==> src/rtl/crc16_pkg.sv <==
// Shared constants, the packet phase type and the bytewise CRC step.
// The step function assumes the reflected (LSB-first) form of the polynomial.
package crc16_pkg;
    localparam int BYTE_W = 8;
    localparam int CRC_W  = 16;
    localparam logic [CRC_W-1:0] POLY = 16'h8005;

    typedef enum logic [1:0] {PH_IDLE, PH_DATA, PH_TAIL} phase_t;

    // Bit-reverse a CRC-wide word.
    function automatic logic [CRC_W-1:0] reflect(input logic [CRC_W-1:0] v);
        logic [CRC_W-1:0] r;
        for (int i = 0; i < CRC_W; i++) r[i] = v[CRC_W-1-i];
        return r;
    endfunction

    // Advance a CRC by one byte, least significant bit first.
    function automatic logic [CRC_W-1:0] crc_step(input logic [CRC_W-1:0] crc,
                                                  input logic [BYTE_W-1:0] d);
        logic [CRC_W-1:0] c;
        logic [CRC_W-1:0] rp;
        c  = crc;
        rp = reflect(POLY);
        for (int i = 0; i < BYTE_W; i++) begin
            if (c[0] ^ d[i]) c = (c >> 1) ^ rp;
            else             c = c >> 1;
        end
        return c;
    endfunction
endpackage

==> src/rtl/crc16_engine.sv <==
// One CRC accumulator: loads its start value on init, folds in a byte on advance.
// Assumes init takes priority over advance.
module crc16_engine
    import crc16_pkg::*;
(
    input  logic              clk,
    input  logic              rst_n,
    input  logic              init,
    input  logic [CRC_W-1:0]  init_val,
    input  logic              advance,
    input  logic [BYTE_W-1:0] din,
    output logic [CRC_W-1:0]  state
);
    // Accumulator register update.
    always_ff @(posedge clk) begin
        if (!rst_n)       state <= '0;
        else if (init)    state <= init_val;
        else if (advance) state <= crc_step(state, din);
    end

    p_init_load_r4: assert property (@(posedge clk) disable iff (!rst_n)
        init |=> state == $past(init_val));
    p_hold_idle_r5: assert property (@(posedge clk) disable iff (!rst_n)
        !init && !advance |=> $stable(state));
endmodule

==> src/rtl/crc16_rx_capture.sv <==
// Collects the two received CRC bytes, low byte first. It flags the word
// in the cycle the second byte arrives and ignores any bytes after that
// until clear. Assumes clear takes priority over take.
module crc16_rx_capture
    import crc16_pkg::*;
(
    input  logic              clk,
    input  logic              rst_n,
    input  logic              clear,
    input  logic              take,
    input  logic [BYTE_W-1:0] din,
    output logic              word_valid,
    output logic [CRC_W-1:0]  word
);
    logic              have_lo;
    logic              full;
    logic [BYTE_W-1:0] lo_q;

    // Byte counter and low-byte holding register.
    always_ff @(posedge clk) begin
        if (!rst_n || clear) begin
            have_lo <= 1'b0;
            full    <= 1'b0;
            lo_q    <= '0;
        end else if (take && !full) begin
            if (!have_lo) begin
                lo_q    <= din;
                have_lo <= 1'b1;
            end else begin
                full <= 1'b1;
            end
        end
    end

    // Word formed from the held low byte and the incoming high byte.
    always_comb begin
        word_valid = take && have_lo && !full && !clear;
        word       = {din, lo_q};
    end

    p_full_sticky_r6: assert property (@(posedge clk) disable iff (!rst_n)
        full && !clear |=> full);
    p_single_word_r6: assert property (@(posedge clk) disable iff (!rst_n)
        word_valid |=> !word_valid);
endmodule

==> src/rtl/crc16_dual_seed.sv <==
// Top level. It runs a programmed-seed engine and a zero-seed engine over
// each packet and shows the selected one as the transmit CRC. After the
// packet it compares the received CRC against both. Assumes that din_valid
// and crc_valid are exclusive and that pkt_start is a one-cycle strobe.
module crc16_dual_seed
    import crc16_pkg::*;
(
    input  logic              clk,
    input  logic              rst_n,
    input  logic              crc_en,
    input  logic [CRC_W-1:0]  seed,
    input  logic              tx_zero_seed,
    input  logic              pkt_start,
    input  logic              pkt_end,
    input  logic [BYTE_W-1:0] din,
    input  logic              din_valid,
    input  logic              crc_valid,
    output logic [CRC_W-1:0]  crc_out,
    output logic              chk_done,
    output logic              match_ok,
    output logic              hit_seed,
    output logic              hit_zero
);
    localparam int N_ENG = 2;

    phase_t           phase;
    logic             sel_zero_q;
    logic             done_q, hs_q, hz_q;
    logic             advance;
    logic             take;
    logic             word_valid;
    logic [CRC_W-1:0] rx_word;
    logic [CRC_W-1:0] eng_state [N_ENG];

    assign advance = din_valid && (phase == PH_DATA) && !pkt_start;
    assign take    = crc_valid && (phase == PH_TAIL) && !pkt_start;

    // Engine 0 starts from the programmed seed and engine 1 from zero.
    for (genvar g = 0; g < N_ENG; g++) begin : g_eng
        crc16_engine u_eng (
            .clk      (clk),
            .rst_n    (rst_n),
            .init     (pkt_start),
            .init_val ((g == 0) ? seed : '0),
            .advance  (advance),
            .din      (din),
            .state    (eng_state[g])
        );
    end

    crc16_rx_capture u_cap (
        .clk        (clk),
        .rst_n      (rst_n),
        .clear      (pkt_start),
        .take       (take),
        .din        (din),
        .word_valid (word_valid),
        .word       (rx_word)
    );

    // Packet phase sequencing and transmit seed selection.
    always_ff @(posedge clk) begin
        if (!rst_n) begin
            phase      <= PH_IDLE;
            sel_zero_q <= 1'b0;
        end else if (pkt_start) begin
            phase      <= PH_DATA;
            sel_zero_q <= tx_zero_seed;
        end else if (phase == PH_DATA && pkt_end) begin
            phase <= PH_TAIL;
        end
    end

    // Check result registers, cleared at each start.
    always_ff @(posedge clk) begin
        if (!rst_n || pkt_start) begin
            done_q <= 1'b0;
            hs_q   <= 1'b0;
            hz_q   <= 1'b0;
        end else if (word_valid) begin
            done_q <= 1'b1;
            hs_q   <= (rx_word == eng_state[0]);
            hz_q   <= (rx_word == eng_state[1]);
        end
    end

    // Output selection and the enable override.
    always_comb begin
        crc_out  = crc_en ? (sel_zero_q ? eng_state[1] : eng_state[0]) : '0;
        chk_done = done_q;
        hit_seed = done_q && crc_en && hs_q;
        hit_zero = done_q && crc_en && hz_q;
        match_ok = done_q && (!crc_en || hs_q || hz_q);
    end

    p_start_clears_r4: assert property (@(posedge clk) disable iff (!rst_n)
        pkt_start |=> !chk_done);
    p_done_hold_r6: assert property (@(posedge clk) disable iff (!rst_n)
        chk_done && !pkt_start |=> chk_done);
    p_no_tail_bytes_r5: assert property (@(posedge clk) disable iff (!rst_n)
        phase == PH_TAIL && !pkt_start |=> $stable(crc_out) || $changed(crc_en));
    p_disabled_pass_r8: assert property (@(posedge clk) disable iff (!rst_n)
        chk_done && !crc_en |-> match_ok && !hit_seed && !hit_zero);
    p_ok_needs_hit_r7: assert property (@(posedge clk) disable iff (!rst_n)
        match_ok && crc_en |-> hit_seed || hit_zero);
endmodule

==> config.mk <==
export PLATFORM = sky130hd
export DESIGN_NAME = crc16_dual_seed
export DESIGN_NICKNAME = d
export VERILOG_FILES = /design/src/rtl/crc16_pkg.sv /design/src/rtl/crc16_engine.sv /design/src/rtl/crc16_rx_capture.sv /design/src/rtl/crc16_dual_seed.sv
export SDC_FILE = /design/constraint.sdc
export NUM_CORES = 1
export LEC_CHECK = 0
export BUFFER_PORTS_ARGS = -buffer_cell sky130_fd_sc_hd__buf_2
export CAP_MARGIN = 20
export CORE_MARGIN = 8
export CORE_UTILIZATION = 57
export DETAILED_ROUTE_END_ITERATION = 16
export PLACE_DENSITY_LB_ADDON = 0.12
export SLEW_MARGIN = 0
export SYNTH_ARGS = -nofsm -noshare
export SYNTH_HDL_FRONTEND = slang
export SYNTH_HIERARCHICAL = 1
export SYNTH_SLANG_ARGS = --single-unit
==> constraint.sdc <==
create_clock -name clk -period 2.6 [get_ports clk]
set_clock_uncertainty 0.05 [all_clocks]
set_input_delay 0.52 -clock clk [delete_from_list [all_inputs] [get_ports clk]]
set_output_delay 0.52 -clock clk [all_outputs]
set_load 0.05 [all_outputs]
## Word level (Yosys, flattened, before mapping)

Index checks and enable logic that the tools add are counted.

- Register bits after elaboration: 48
- Input bits: 32
- Output and inout port bits: 20
- Logic and storage cells: 138

- Eq/ne operators: 4
- Mux-type cells: 64
- Bitwise gates (word level): 34
- Reductions and logical operators: 25

Operators with widths:

| kind | count |
|---|---|
| $mux W16 | 62 |
| $not A2 Y3 | 16 |
| $eq A16 B16 Y1 | 2 |
| $xor A1 B1 Y1 | 16 |
| $logic_and A1 B1 Y1 | 13 |
| $logic_not A1 Y1 | 4 |
| $reduce_and A2 Y1 | 2 |
| $reduce_bool A2 Y1 | 2 |
| $logic_or A1 B1 Y1 | 3 |
| $eq A2 B1 Y1 const B | 1 |
| $eq A2 B2 Y1 const B | 1 |
| $mux W1 | 2 |
| $not A1 Y1 | 2 |
| $reduce_or A2 Y1 | 1 |

## Depth between registers and ports, before layout

- Word-level depth: 40
- Mapped depth: 8
- Gate-level depth less buffers: 8

## Hierarchy

The synthesis kept the hierarchy.

By module, submodules not included:

| module | instances | cells each | area each (µm²) |
|---|---|---|---|
| crc16_engine | 2 | 108 | 959.7 |
| crc16_dual_seed | 1 | 110 | 888.4 |
| crc16_rx_capture | 1 | 54 | 558.0 |

## Worst setup path before layout

OpenSTA, ideal clock, no wires.

- Kind: input to register
- From: input port din_valid
- To: register g_eng[0].u_eng.state[2]
- Setup time: 0.128 ns
- Data arrival time: 2.225 ns
- Data required time: 2.422 ns
- Slack: 0.198 ns
- Stages on the path: 6
- Path buffers: 1
- Cell sequence: nor4bb_1 buf_1 mux2i_1 nor2_1 a21oi_1 nor2_1

- Longest elaborated chain between the ends: 3

Ends and longest elaborated chain:

| item | RTL line | RTL |
|---|---|---|
| start, declared | crc16_dual_seed.sv:16 | `input logic din_valid,` |
| $logic_and A1 B1 Y1 (2 in series) | crc16_dual_seed.sv:35 | `assign advance = din_valid && (phase == PH_DATA) && !pkt_start;` |
| $reduce_bool A2 Y1 (no line) | - |  |
| end signal, assigned | crc16_engine.sv:17 | `else if (init) state <= init_val;` |
| end signal, assigned | crc16_engine.sv:18 | `else if (advance) state <= crc_step(state, din);` |
| end, declared | crc16_engine.sv:12 | `output logic [CRC_W-1:0] state` |

No other way between the ends.
A chain may end at the register's enable or synchronous reset.

## Final worst setup path

- From: register sel_zero_q
- To: output port crc_out[5]

- Longest elaborated chain between the ends: 2

Ends and longest elaborated chain:

| item | RTL line | RTL |
|---|---|---|
| start, declared | crc16_dual_seed.sv:27 | `logic sel_zero_q;` |
| start signal, assigned | crc16_dual_seed.sv:68 | `sel_zero_q <= tx_zero_seed;` |
| $mux W16 (2 in series) | crc16_dual_seed.sv:89 | `crc_out = crc_en ? (sel_zero_q ? eng_state[1] : eng_state[0]) : '0;` |
| end, declared | crc16_dual_seed.sv:18 | `output logic [CRC_W-1:0] crc_out,` |

No other way between the ends.

==> results.py <==
metrics = {
    "run_status": {
        "run_status": "completed",
    },
    "cts": {
        "cts_made_buffers": 5,
        "ctsResizeCount": 0,
        "clock-root-buffer": "sky130_fd_sc_hd__clkbuf_8",
        "clock_sinks": 48,
        "cts_hold_buf": 0,
        "post_cts.repair.setup_buffers": 0,
        "clockBufferDepth": 2,
        "clk_latency_ps": 300,
        "htree_num_levels": 2,
        "path_clk_slew_ps": 90,
        "cts_tree": "done",
    },
    "worst_hold_path": {
        "min_to": "g_eng[0].u_eng/state[4]",
        "hold_path_depth": 3,
        "timing.hold.worst.start": "seed[4]",
        "min_path_type": "primary input to flip-flop",
    },
    "synthesis": {
        "synthCells": 380,
        "synth_warnings": 6,
        "syn-mean-instance-area_um2": 8.86,
        "synth_seq_cells": 48,
        "synth.lib_cells_used.distinct": 37,
        "synth.area.top_cells": "sky130_fd_sc_hd__dfxtp_1 (29%), sky130_fd_sc_hd__mux2i_1 (12%), sky130_fd_sc_hd__xnor2_1 (9.4%)",
        "top_cell_type_s_share_of_synthesized_area": 0.286,
        "synth-seq-area-share": 0.286,
        "synth.cell_area_um2": 3370,
        "synthDominantAreaCellType": "sky130_fd_sc_hd__dfxtp_1",
    },
    "floorplan": {
        "die_h_um": 92.8,
        "starting_utilization_of_the_core_area": 0.579,
        "dieWidth_um": 92.8,
        "core-area_um2": 5820,
        "boundaryPins": 52,
        "number_of_rows_created_at_floorplan": 28,
        "die_area_um2": 8620,
    },
    "routing": {
        "num_vias": 2755,
        "route.detailed.wl_per_inst_um": 17.3,
        "post-route-drc-count": 0,
        "drt_first_iter_violations": 241,
        "routed_wirelength_mm": 8.74,
        "ant_nets": 0,
        "vias_per_cell": 5.44,
        "drt_pre_antenna_iters": 5,
    },
    "worst_setup_path": {
        "crit_path_top_delay_cell": "sky130_fd_sc_hd__dfxtp_1",
        "worstPathBufferInverterCount": 2,
        "r2r_depth": 8,
        "reg2reg_from": "phase[1]",
        "cp_slowest_stage_delay_ps": 320,
        "ff2ff_setup_slack_ps": 690,
        "crit_reg_reg_endpoint": "hz_q",
        "cp-start-kind": "flip-flop",
        "critPathCaptureType": "primary output",
        "timing.critical_path.cells": "buf_4, mux2i_1, nor2b_1, buf_2",
        "cpLargestDelayFamily": "buffers and inverters",
        "critPathRequiredTime_ps": 2030,
        "timing.critical_path.depth": 4,
        "critical_path_peak_fanout": 17,
        "timing.critical_path.arrival_ps": 1510,
        "path_class": "flip-flop to primary output",
    },
    "layout": {
        "multi_input_area_um2": 2290,
        "final_cell_area_um2": 3770,
        "sequential_cell_area_um2": 961,
        "final_layout_size_suffix_gt1_frac": 0.183,
        "finish.net_count": 462,
        "number_of_fillers_in_the_final_layout": 529,
        "areaGrowthSynthToFinish_pct": 12.1,
        "antenna_cells_inserted": 0,
    },
    "placement": {
        "place.port_buffers": 51,
        "place_hpwl_mm": 6.41,
        "gpl.final_weighted_congestion": 0.947,
        "detailedPlace.worstSlack_ps": 472,
        "placed_cell_area_um2": 3670,
    },
    "sta": {
        "timing_hold_violations_final": 0,
        "worst_slew_pin_slew_ps": 737,
        "max-slew-margin-rel": 0.509,
        "fin_setup_tns_ps": 0,
        "post-route-min-period_ps": 2080,
        "timing_max_transition_violations_final": 0,
        "min_period_over_period": 0.800,
        "max_clock_freq_mhz": 481,
        "setup_viol": 0,
        "fin_ws_ps": 519,
        "unrepaired_setup_endpoints_after_global_routing": "false",
    },
    "global_routing": {
        "antenna_found_initial": 0,
        "globalRouteOverflowTotal": 0,
        "groute.layer.met3.usage": 0.0461,
        "grt_start_max_net_pins": 83,
        "global_route_wire_length_before_repair_mm": 14.6,
        "first_global_vias": 2801,
        "grt.met2_usage": 0.337,
        "top_usage_layer": "met2",
        "grt_use_met1": 0.279,
        "grt_use_total": 0.211,
    },
    "power": {
        "ir_drop_mv": 0.291,
        "power_density_nw_per_um2": 527,
        "power.static_leakage_nw": 1.56,
    },
    "flow_run": {
        "maxCapViolCount": 0,
    },
}
final cells by class:
type                       count  share of cell area
clock buffer                   6              0.0192
clock inverter                 2             0.00928
inverter                       6             0.00597
multi-input combinational    314               0.607
sequential                    48               0.255
tap                           75              0.0249
timing repair buffer          55              0.0789
where the power goes:
group	internal (mW)	switching, mW	leakage [nW]
Sequential	0.770	0.0608	0.394
Combinational	0.296	0.324	1.11
Clock	0.286	0.253	0.0552
cell families (layout without fill, tap and decap cells):
kind of cell,Yosys count,count (layout),synth area share
and+or+nand+nor,120,120,0.197
muxes,43,43,0.129
buffers and inverters,33,69,0.0550
other,1,16,0.00111
DFF,48,48,0.286
AOI/OAI and AO/OA,55,55,0.0937
xor gates and xnor gates,80,80,0.239
tightest hold or removal path, cell delays in order:
cell and delay, ps:
sky130_fd_sc_hd__buf_2 70, sky130_fd_sc_hd__a21oi_1 50, sky130_fd_sc_hd__nor2_1 70
worst max path at each step:
stage	startpoint	to	slack, ps
after floorplan	din_valid	g_eng[0].u_eng/state[2]	200
after global placement	pkt_start	g_eng[0].u_eng/state[10]	530
after detailed placement	pkt_start	hz_q	470
after CTS	sel_zero_q	crc_out[5]	510
after global routing	phase[1]	hz_q	380
final	sel_zero_q	crc_out[5]	520
cells in the mapped netlist:
cell type,number
sky130_fd_sc_hd__a211oi_1,10
sky130_fd_sc_hd__a21boi_1,1
sky130_fd_sc_hd__a21oi_1,32
sky130_fd_sc_hd__and3_1,2
sky130_fd_sc_hd__buf_1,4
sky130_fd_sc_hd__buf_4,10
sky130_fd_sc_hd__buf_6,3
sky130_fd_sc_hd__clkbuf_1,9
sky130_fd_sc_hd__clkbuf_2,1
sky130_fd_sc_hd__conb_1,1
sky130_fd_sc_hd__dfxtp_1,48
sky130_fd_sc_hd__inv_1,6
sky130_fd_sc_hd__mux2_2,2
sky130_fd_sc_hd__mux2i_1,41
sky130_fd_sc_hd__nand2_1,5
sky130_fd_sc_hd__nand2b_1,3
sky130_fd_sc_hd__nand3_1,4
sky130_fd_sc_hd__nand3b_1,17
sky130_fd_sc_hd__nand3b_4,1
sky130_fd_sc_hd__nor2_1,51
sky130_fd_sc_hd__nor2b_1,18
sky130_fd_sc_hd__nor3_1,4
sky130_fd_sc_hd__nor3b_1,6
sky130_fd_sc_hd__nor3b_2,1
sky130_fd_sc_hd__nor4_1,5
sky130_fd_sc_hd__nor4_2,1
sky130_fd_sc_hd__nor4bb_1,1
sky130_fd_sc_hd__o21a_1,2
sky130_fd_sc_hd__o21ai_0,2
sky130_fd_sc_hd__o21ai_1,2
sky130_fd_sc_hd__o22ai_1,6
sky130_fd_sc_hd__or2b_2,1
sky130_fd_sc_hd__xnor2_1,36
sky130_fd_sc_hd__xnor2_2,4
sky130_fd_sc_hd__xnor3_2,4
sky130_fd_sc_hd__xor2_1,34
sky130_fd_sc_hd__xor2_2,2
registers in the layout, summed over array words and instances, names as in the netlist:
register           cells
g_eng.u_eng/state     32
u_cap/lo_q             8
phase                  2
chk_done               1
hs_q                   1
hz_q                   1
sel_zero_q             1
u_cap/full             1
u_cap/have_lo          1
placed cells by master, fill, tap and decap left out, drive strengths merged:
cell type,synthesis,final
or2b,1,1
o22ai,6,6
a211oi,10,10
nand2,5,5
xor2,36,36
bufinv,0,1
inv,6,6
nor4bb,1,1
nor2b,18,18
xnor3,4,4
conb,1,16
nor3,4,4
nand2b,3,3
o21a,2,2
mux2i,41,41
dfxtp,48,48
a21oi,32,32
nor3b,7,7
o21ai,4,4
clkbuf,10,6
clkinv,0,1
mux2,2,2
nand3b,18,18
nor4,6,6
nor2,51,51
and3,2,2
a21boi,1,1
buf,17,55
xnor2,40,40
nand3,4,4
metrics by stage:
| step | util | total power, mW | hold WS, ps | instances |
|---|---|---|---|---|
| 6_report | 0.649 | 1.99 | 396 | 506 |
| 2_1_floorplan | - | 1.33 | 384 | 395 |
| 3_5_place_dp | 0.630 | 1.45 | 406 | 498 |
| 5_1_grt | 0.649 | 2.08 | 399 | 506 |
| 4_1_cts | 0.649 | 2.00 | 394 | 506 |
| 3_3_place_gp | 0.630 | 1.45 | 401 | 498 |
routing by layer:
layer / up-vias / wire (um)
li1: 1371 / -
met1: 1271 / 3940
met2: 99 / 3980
met3: 14 / 677
met4: 0 / 147
met5: - / 0
Power figures use the tool's default switching activity.
